**src/rtl/edge_confirm_pkg.sv**
```systemverilog
`timescale 1ns/1ps
package edge_confirm_pkg;

  // Which input edge is held back.
  typedef enum logic {
    HOLD_RISE = 1'b0,   // on-delay
    HOLD_FALL = 1'b1    // off-delay
  } hold_mode_e;

  // Level that the held edge moves toward.
  function automatic logic target_level(input hold_mode_e m);
    return (m == HOLD_RISE);
  endfunction

endpackage

```
**src/rtl/edge_confirm_cfg.sv**
```systemverilog
`timescale 1ns/1ps
// Holds mode and delay steady while a count runs.
module edge_confirm_cfg
  import edge_confirm_pkg::*;
#(
  parameter int CNT_W = 16
) (
  input  logic             clk,
  input  logic             rst,
  input  logic             busy,
  input  hold_mode_e       mode_in,
  input  logic [CNT_W-1:0] delay_in,
  output hold_mode_e       mode_eff,
  output logic [CNT_W-1:0] delay_eff
);

  hold_mode_e       mode_q;
  logic [CNT_W-1:0] delay_q;

  always_ff @(posedge clk) begin
    if (rst) begin
      mode_q  <= HOLD_RISE;
      delay_q <= '0;
    end else if (!busy) begin
      mode_q  <= mode_in;
      delay_q <= delay_in;
    end
  end

  // Live values while idle, frozen copies while counting.
  always_comb begin
    mode_eff  = busy ? mode_q  : mode_in;
    delay_eff = busy ? delay_q : delay_in;
  end

endmodule

```
**src/rtl/edge_confirm_detect.sv**
```systemverilog
`timescale 1ns/1ps
// Remembers the previous input sample and flags a move to the held level.
module edge_confirm_detect
  import edge_confirm_pkg::*;
(
  input  logic       clk,
  input  logic       rst,
  input  logic       din,
  input  logic       init_prev,
  input  hold_mode_e mode_eff,
  output logic       at_target,
  output logic       prev_at_target,
  output logic       hold_edge
);

  logic prev_q;
  logic tgt;

  always_ff @(posedge clk) begin
    if (rst) prev_q <= init_prev;
    else     prev_q <= din;
  end

  always_comb begin
    tgt            = target_level(mode_eff);
    at_target      = (din == tgt);
    prev_at_target = (prev_q == tgt);
    hold_edge      = at_target && !prev_at_target;
  end

endmodule

```
**src/rtl/edge_confirm_cnt.sv**
```systemverilog
`timescale 1ns/1ps
// Counts cycles spent at the held level, with abort and completion.
module edge_confirm_cnt #(
  parameter int CNT_W = 16
) (
  input  logic             clk,
  input  logic             rst,
  input  logic             start,
  input  logic             at_target,
  input  logic [CNT_W-1:0] limit,
  output logic             busy,
  output logic             done,
  output logic [CNT_W-1:0] count
);

  localparam logic [CNT_W-1:0] ONE = CNT_W'(1);

  logic             busy_q;
  logic [CNT_W-1:0] cnt_q;
  logic             last;

  always_comb begin
    last = (cnt_q == (limit - ONE));
    done = busy_q && at_target && last;
  end

  always_ff @(posedge clk) begin
    if (rst) begin
      busy_q <= 1'b0;
      cnt_q  <= '0;
    end else if (busy_q) begin
      if (!at_target || last) begin
        busy_q <= 1'b0;
        cnt_q  <= '0;
      end else begin
        cnt_q  <= cnt_q + ONE;
      end
    end else if (start) begin
      busy_q <= 1'b1;
      cnt_q  <= '0;
    end
  end

  assign busy  = busy_q;
  assign count = cnt_q;

endmodule

```
**src/rtl/edge_confirm.sv**
```systemverilog
`timescale 1ns/1ps
module edge_confirm
  import edge_confirm_pkg::*;
#(
  parameter int CNT_W = 16
) (
  input  logic             clk,
  input  logic             rst,
  input  logic             din,
  input  logic             mode,
  input  logic [CNT_W-1:0] delay,
  input  logic             init_prev,
  output logic             dout
);

  hold_mode_e       cfg_mode;
  logic [CNT_W-1:0] cfg_delay;
  logic             busy;
  logic             done;
  logic [CNT_W-1:0] cnt_val;
  logic             at_target;
  logic             prev_at_target;
  logic             hold_edge;
  logic             zero_delay;
  logic             start;
  logic             tgt;
  logic             dout_q;

  edge_confirm_cfg #(.CNT_W(CNT_W)) u_cfg (
    .clk       (clk),
    .rst       (rst),
    .busy      (busy),
    .mode_in   (hold_mode_e'(mode)),
    .delay_in  (delay),
    .mode_eff  (cfg_mode),
    .delay_eff (cfg_delay)
  );

  edge_confirm_detect u_detect (
    .clk            (clk),
    .rst            (rst),
    .din            (din),
    .init_prev      (init_prev),
    .mode_eff       (cfg_mode),
    .at_target      (at_target),
    .prev_at_target (prev_at_target),
    .hold_edge      (hold_edge)
  );

  always_comb begin
    tgt        = target_level(cfg_mode);
    zero_delay = (cfg_delay == '0);
    start      = !busy && hold_edge && !zero_delay;
  end

  edge_confirm_cnt #(.CNT_W(CNT_W)) u_cnt (
    .clk       (clk),
    .rst       (rst),
    .start     (start),
    .at_target (at_target),
    .limit     (cfg_delay),
    .busy      (busy),
    .done      (done),
    .count     (cnt_val)
  );

  always_ff @(posedge clk) begin
    if (rst) begin
      dout_q <= init_prev;
    end else if (!at_target) begin
      dout_q <= !tgt;                       // unheld edge: pass at once
    end else if (done) begin
      dout_q <= tgt;                        // held edge confirmed
    end else if (!busy && (prev_at_target || zero_delay)) begin
      dout_q <= tgt;                        // level already present, or no hold
    end
  end

  assign dout = dout_q;

endmodule

```
**config.mk**
```make
export PLATFORM = sky130hd
export DESIGN_NAME = edge_confirm
export DESIGN_NICKNAME = d
export VERILOG_FILES = /design/src/rtl/edge_confirm_pkg.sv /design/src/rtl/edge_confirm_cfg.sv /design/src/rtl/edge_confirm_detect.sv /design/src/rtl/edge_confirm_cnt.sv /design/src/rtl/edge_confirm.sv
export SDC_FILE = /design/constraint.sdc
export NUM_CORES = 1
export LEC_CHECK = 0
export BUFFER_PORTS_ARGS = -buffer_cell sky130_fd_sc_hd__buf_2
export CORE_MARGIN = 10
export CORE_UTILIZATION = 30
export CTS_CLUSTER_DIAMETER = 40
export CTS_CLUSTER_SIZE = 25
export DETAILED_ROUTE_END_ITERATION = 7
export GPL_TIMING_DRIVEN = 1
export SETUP_SLACK_MARGIN = 0.2
export SYNTH_ARGS = -nofsm -noshare
export SYNTH_HDL_FRONTEND = slang
export SYNTH_HIERARCHICAL = 1
export SYNTH_SLANG_ARGS = --single-unit
```
**constraint.sdc**
```tcl
create_clock -name clk -period 5.2 [get_ports clk]
set_input_delay 0.26 -clock clk [delete_from_list [all_inputs] [get_ports clk]]
set_output_delay 0.26 -clock clk [all_outputs]
set_load 0.05 [all_outputs]
```
---- Yosys cells after proc, flatten, opt, wreduce, memory -nomap -nowiden ----
Cells that the tools add are included.
storage, ports and cells
  flip-flop bits (word level) ............. 36
  bits of input ports ..................... 21
  output and inout port bits .............. 1
  logic and storage cells ................. 40
operators by class
  add/subtract/negate cells ............... 2
  eq/ne operators ......................... 4
  muxes and demuxes ....................... 13
  bitwise gates (word level) .............. 1
  reduce and logical (&&, ||, !) cells .... 14
operators by type and width
  operator                                            count
  2-to-1 mux 16 bit                                   4
  adder 16 x 1 -> 16 bit, second input constant       1
  equality test 16 bit                                1
  zero test 16 bit                                    1
  subtractor 16 x 1 -> 16 bit, second input constant  1
  2-to-1 mux 1 bit                                    9
  logical AND 1 bit                                   6
  zero test 1 bit                                     4
  != test 4 x 3 -> 1 bit, second input constant       1
  equality test 1 bit                                 2
  logical OR 1 bit                                    2
  nonzero test 2 bit                                  1
  inverter 1 bit                                      1

---- Depth between registers and ports, before layout ----
  depth in word-level cells ............... 9
  depth in mapped cells ................... 13
  mapped depth without buffers ............ 11

---- Cells and area by module ----
The synthesis kept the hierarchy.
by module, submodules not included
  module               times used  cells an instance  area each (µm²)  seq. area each (µm²)
  edge_confirm_cnt     1           207                1527.7           340.3
  edge_confirm_cfg     1           54                 742.0            340.3
  edge_confirm         1           13                 115.1            30.0
  edge_confirm_detect  1           7                  71.3             20.0

---- Worst setup path before layout ----
Ideal clock, no wire load.
  kind .................................... register -> register
  from .................................... register u_cnt.busy_q, in the netlist u_cnt/busy
  to ...................................... register dout_q, in the netlist dout (enable)
  setup time .............................. 0.310 ns
  arrival ................................. 3.653 ns
  data required time ...................... 4.890 ns
  setup slack ............................. 1.237 ns
  cell stages (with the launch flop) ...... 14
  buffers on the path ..................... 3
  clock period less this slack ............ 3.963 ns
  path through ............................ dfxtp_1 -> buf_6 -> mux2_2 -> buf_6 -> or4_1 -> buf_2 -> o31a_1 -> or3_1 -> a21oi_1 -> nor2_1 -> or4b_1 -> a2111oi_2 -> nor2_1 -> a32oi_1
on the way
  elaborated cells between the ends (all ways) .. 14
  classes of those cells .................. add/sub (1); eq/ne (4); mux (2); bitwise (1); reduce/logical (6)
RTL lines
  what                              RTL line                source
  from (decl)                       edge_confirm_cnt.sv:18  logic busy_q;
  from (signal assigned)            edge_confirm_cnt.sv:29  busy_q <= 1'b0;
  from (signal assigned)            edge_confirm_cnt.sv:33  busy_q <= 1'b0;
  from (signal assigned)            edge_confirm_cnt.sv:39  busy_q <= 1'b1;
  2-to-1 mux 16 bit                 edge_confirm_cfg.sv:33  delay_eff = busy ? delay_q : delay_in;
  via cfg_delay[3]                  edge_confirm.sv:17      logic [CNT_W-1:0] cfg_delay;
  subtractor 16 x 1 -> 16 bit       edge_confirm_cnt.sv:23  last = (cnt_q == (limit - ONE));
  equality test 16 bit              edge_confirm_cnt.sv:23
  logical AND 1 bit                 edge_confirm_cnt.sv:24  done = busy_q && at_target && last;
  via done                          edge_confirm.sv:19      logic done;
  != test 4 x 3 -> 1 bit (no line)  n/a
  to (signal assigned)              edge_confirm.sv:69      dout_q <= init_prev;
  to (signal assigned)              edge_confirm.sv:71      dout_q <= !tgt;
  to (signal assigned)              edge_confirm.sv:73      dout_q <= tgt;
  to (decl)                         edge_confirm.sv:27      logic dout_q;
The timed path passes the listed nets, and every way through them passes these cells.
A chain may end at the register's enable or synchronous reset.

---- Worst setup path in the final report ----
Ends and elaborated chain as after synthesis.

==> flow_metrics.tcl <==
set metrics [dict create \
    fill_cells 842 \
    peakVddDrop_mv 0.106 \
    critPathCaptureType "flip-flop" \
    path_buf_inv 1 \
    synth_area_um2 2460 \
    cts_buffers 5 \
    drt-total-wl_um 5850 \
    ys_ff_latch 36 \
    grt_antenna_before_repair 0 \
    drtIter0Drc 142 \
    p_leak_nw 0.988 \
    fp.dieH_um 110 \
    post_cts_resized 0 \
    synth_top_area_cell "dfxtp_1" \
    cts_hold_buf 0 \
    skew_ns 0.0103 \
    ys.flop_type "dfxtp_1" \
    relSlewSlack 0.150 \
    r2r_start "u_cnt/busy$_SDFF_PP0_" \
    fin_nets 319 \
    fin_setup_tns_ns 0 \
    start_util 0.313 \
    finalSetupViolations 0 \
    period_minus_slack_ns 4.40 \
    area_delta_synth_final_pct 10.9 \
    max_cap_viol_count 0 \
    clock_latency_ns 0.29 \
    hold_viol_final 0 \
    synth_nets 304 \
    yosys.cell_types.count 58 \
    dp.cells 391 \
    die-area_um2 12200 \
    arrival_ns 4.40 \
    synth_edf_count 1 \
    fmax_mhz 227 \
    ys_warn_count 6 \
    synth.area.top_cells "dfxtp_1 29%, mux2_4 6.1%, nor2b_1 5.1%" \
    clk_path_buf_depth 2 \
    fin_util 0.347 \
    globalplace.congestion 0.832 \
    overflow 0 \
    worstMarginPinSlew_ns 1.26 \
    rsz0062_at_grt "no" \
    synth-seq-area-share 0.298 \
    cts-root-buf "clkbuf_8" \
    drc_errors 0 \
    critPathMaxFanout 13 \
    drive_gt1_frac 0.192 \
    slew_viol_final 0 \
    wl_per_cell_um 14.7 \
    core_um2 7850 \
    seq_area_um2 731 \
    fin_cells 399 \
    antenna_cells 0 \
    min_period_over_period 0.846 \
    postRouteAntennaNets 0 \
    grt_max_degree 35 \
    criticalPathCategory "flip-flop to flip-flop" \
    cts_setup_buffers 0 \
    powerDensity_nw_per_um2 256 \
    num_vias 2038 \
    critical-path-top-delay-family "simple AND/OR/NAND/NOR gates" \
    num_io_pins 22 \
    cts_sinks 36 \
    grt_usage 0.0937 \
    dpl.hpwl_um 4340 \
    crit_path_cell_trace "buf_4 > mux2_2 > or4_1 > o31a_1 > or3_1 > a21oi_1 > nor2_1 > or4b_1 > a2111oi_2 > nor2_1 > a32oi_1" \
    cp_common_cell "nor2_1" \
    grt_pass1_wl_um 9740 \
    synth_top_area_share 0.285 \
    hold_slack_ns 0.192 \
    hold_class "primary input to flip-flop" \
    multi_input_area_um2 1600 \
    async_flop_share 0 \
    clk_pin_slew_ns 0.08 \
    port_buffers 21 \
    cp_slowest_cell "dfxtp_1" \
    synth_commonest_cells "35 x dfxtp_1, 28 x nand2_1, 20 x nor2b_1" \
    slowest_delay_ns 0.73 \
    cts_tree "done" \
    postSynthCellCount 281 \
    vias_per_cell 5.11 \
    syn_avg_cell_area_um2 8.74 \
    status "completed" \
    first_pass_iters 4 \
    htree_levels 2 \
    startpoint "u_cnt/busy$_SDFF_PP0_" \
    first_global_vias 2001 \
    yosysMostFrequentCell "dfxtp_1" \
    hold_path.startpoint "init_prev" \
    dieWidth_um 110 \
    worstSetupStartpointType "flip-flop" \
    worstPathRequired_ns 5.20 \
    num_rows 32 \
]
-- stage by stage --
stage / setup slack [ns] / instance area [um^2] / total power, mW
final: 0.800 / 2720 / 0.698
after CTS: 0.755 / 2720 / 0.709
after global routing: 0.484 / 2720 / 0.730
after detailed placement: 0.770 / 2620 / 0.458
after global placement: 0.868 / 2620 / 0.457
after floorplan: 1.24 / 2460 / 0.427
-- layer usage --
metal  track usage  up-vias  wire length (um)
li1              -     1054                 -
met1         0.116      940              2810
met2         0.151       37              2760
met3        0.0243        7               207
met4        0.0363        0                79
met5             0        -                 0
-- report_power, final --
part           switching [mW]  internal (mW)
clock                   0.104          0.142
combinational          0.0863         0.0668
sequential            0.00832          0.291
total                   0.198          0.500
-- kinds of logic (layout without fill, tap and decap cells) --
family,after synthesis,after routing,synth area share
buffers and inverters,24,40,0.0514
AND/OR/NAND/NOR,133,133,0.325
XOR/XNOR,27,27,0.0963
flip-flops,36,36,0.298
AO/OA/AOI/OAI,40,40,0.118
multiplexers,19,19,0.102
adder cells (fa/ha/maj),2,2,0.0102
-- layout make-up --
cell class                      instances  share of cell area
Clock buffer                            6              0.0267
Timing Repair Buffer                   24              0.0469
Clock inverter                          2              0.0129
Tap cell                              102              0.0469
Inverter                                8              0.0110
Sequential cell                        36               0.268
Multi-Input combinational cell        221               0.587
-- placed cells by master (no fill, tap or decap), types with 6 or more instances in the layout --
| cell | n |
|---|---|
| nor2_1 | 9 |
| o21ai_0 | 9 |
| mux2_4 | 10 |
| nor3b_1 | 6 |
| inv_1 | 8 |
| nor3_1 | 9 |
| dfxtp_1 | 35 |
| mux2_2 | 7 |
| nor2b_1 | 20 |
| nor4_1 | 11 |
| xnor2_1 | 13 |
| xor2_1 | 14 |
| nand3_1 | 9 |
| a21oi_1 | 6 |
| nand4_1 | 6 |
| nand2_1 | 28 |
| buf_2 | 21 |
-- flip-flops by register name (all words and copies together) (netlist names) --
name,cells
u_cfg/delay_q,16
u_cnt/count,16
dout,1
u_cfg/mode_q,1
u_cnt/busy,1
u_detect/prev_q,1
-- worst paths after layout --
| check | endpoint | slack (ns) | cells after the start |
|---|---|---|---|
| max reg2reg | dout$_DFFE_PP_ | 0.80 | 11 |
| max | dout$_DFFE_PP_ | 0.80 | 11 |
| min | u_detect/prev_q$_DFF_P_ | 0.19 | 2 |
| min reg2reg | u_cnt/count[14]$_SDFFE_PP0P_ | 0.53 | 2 |
Power figures use the tool's default switching activity.
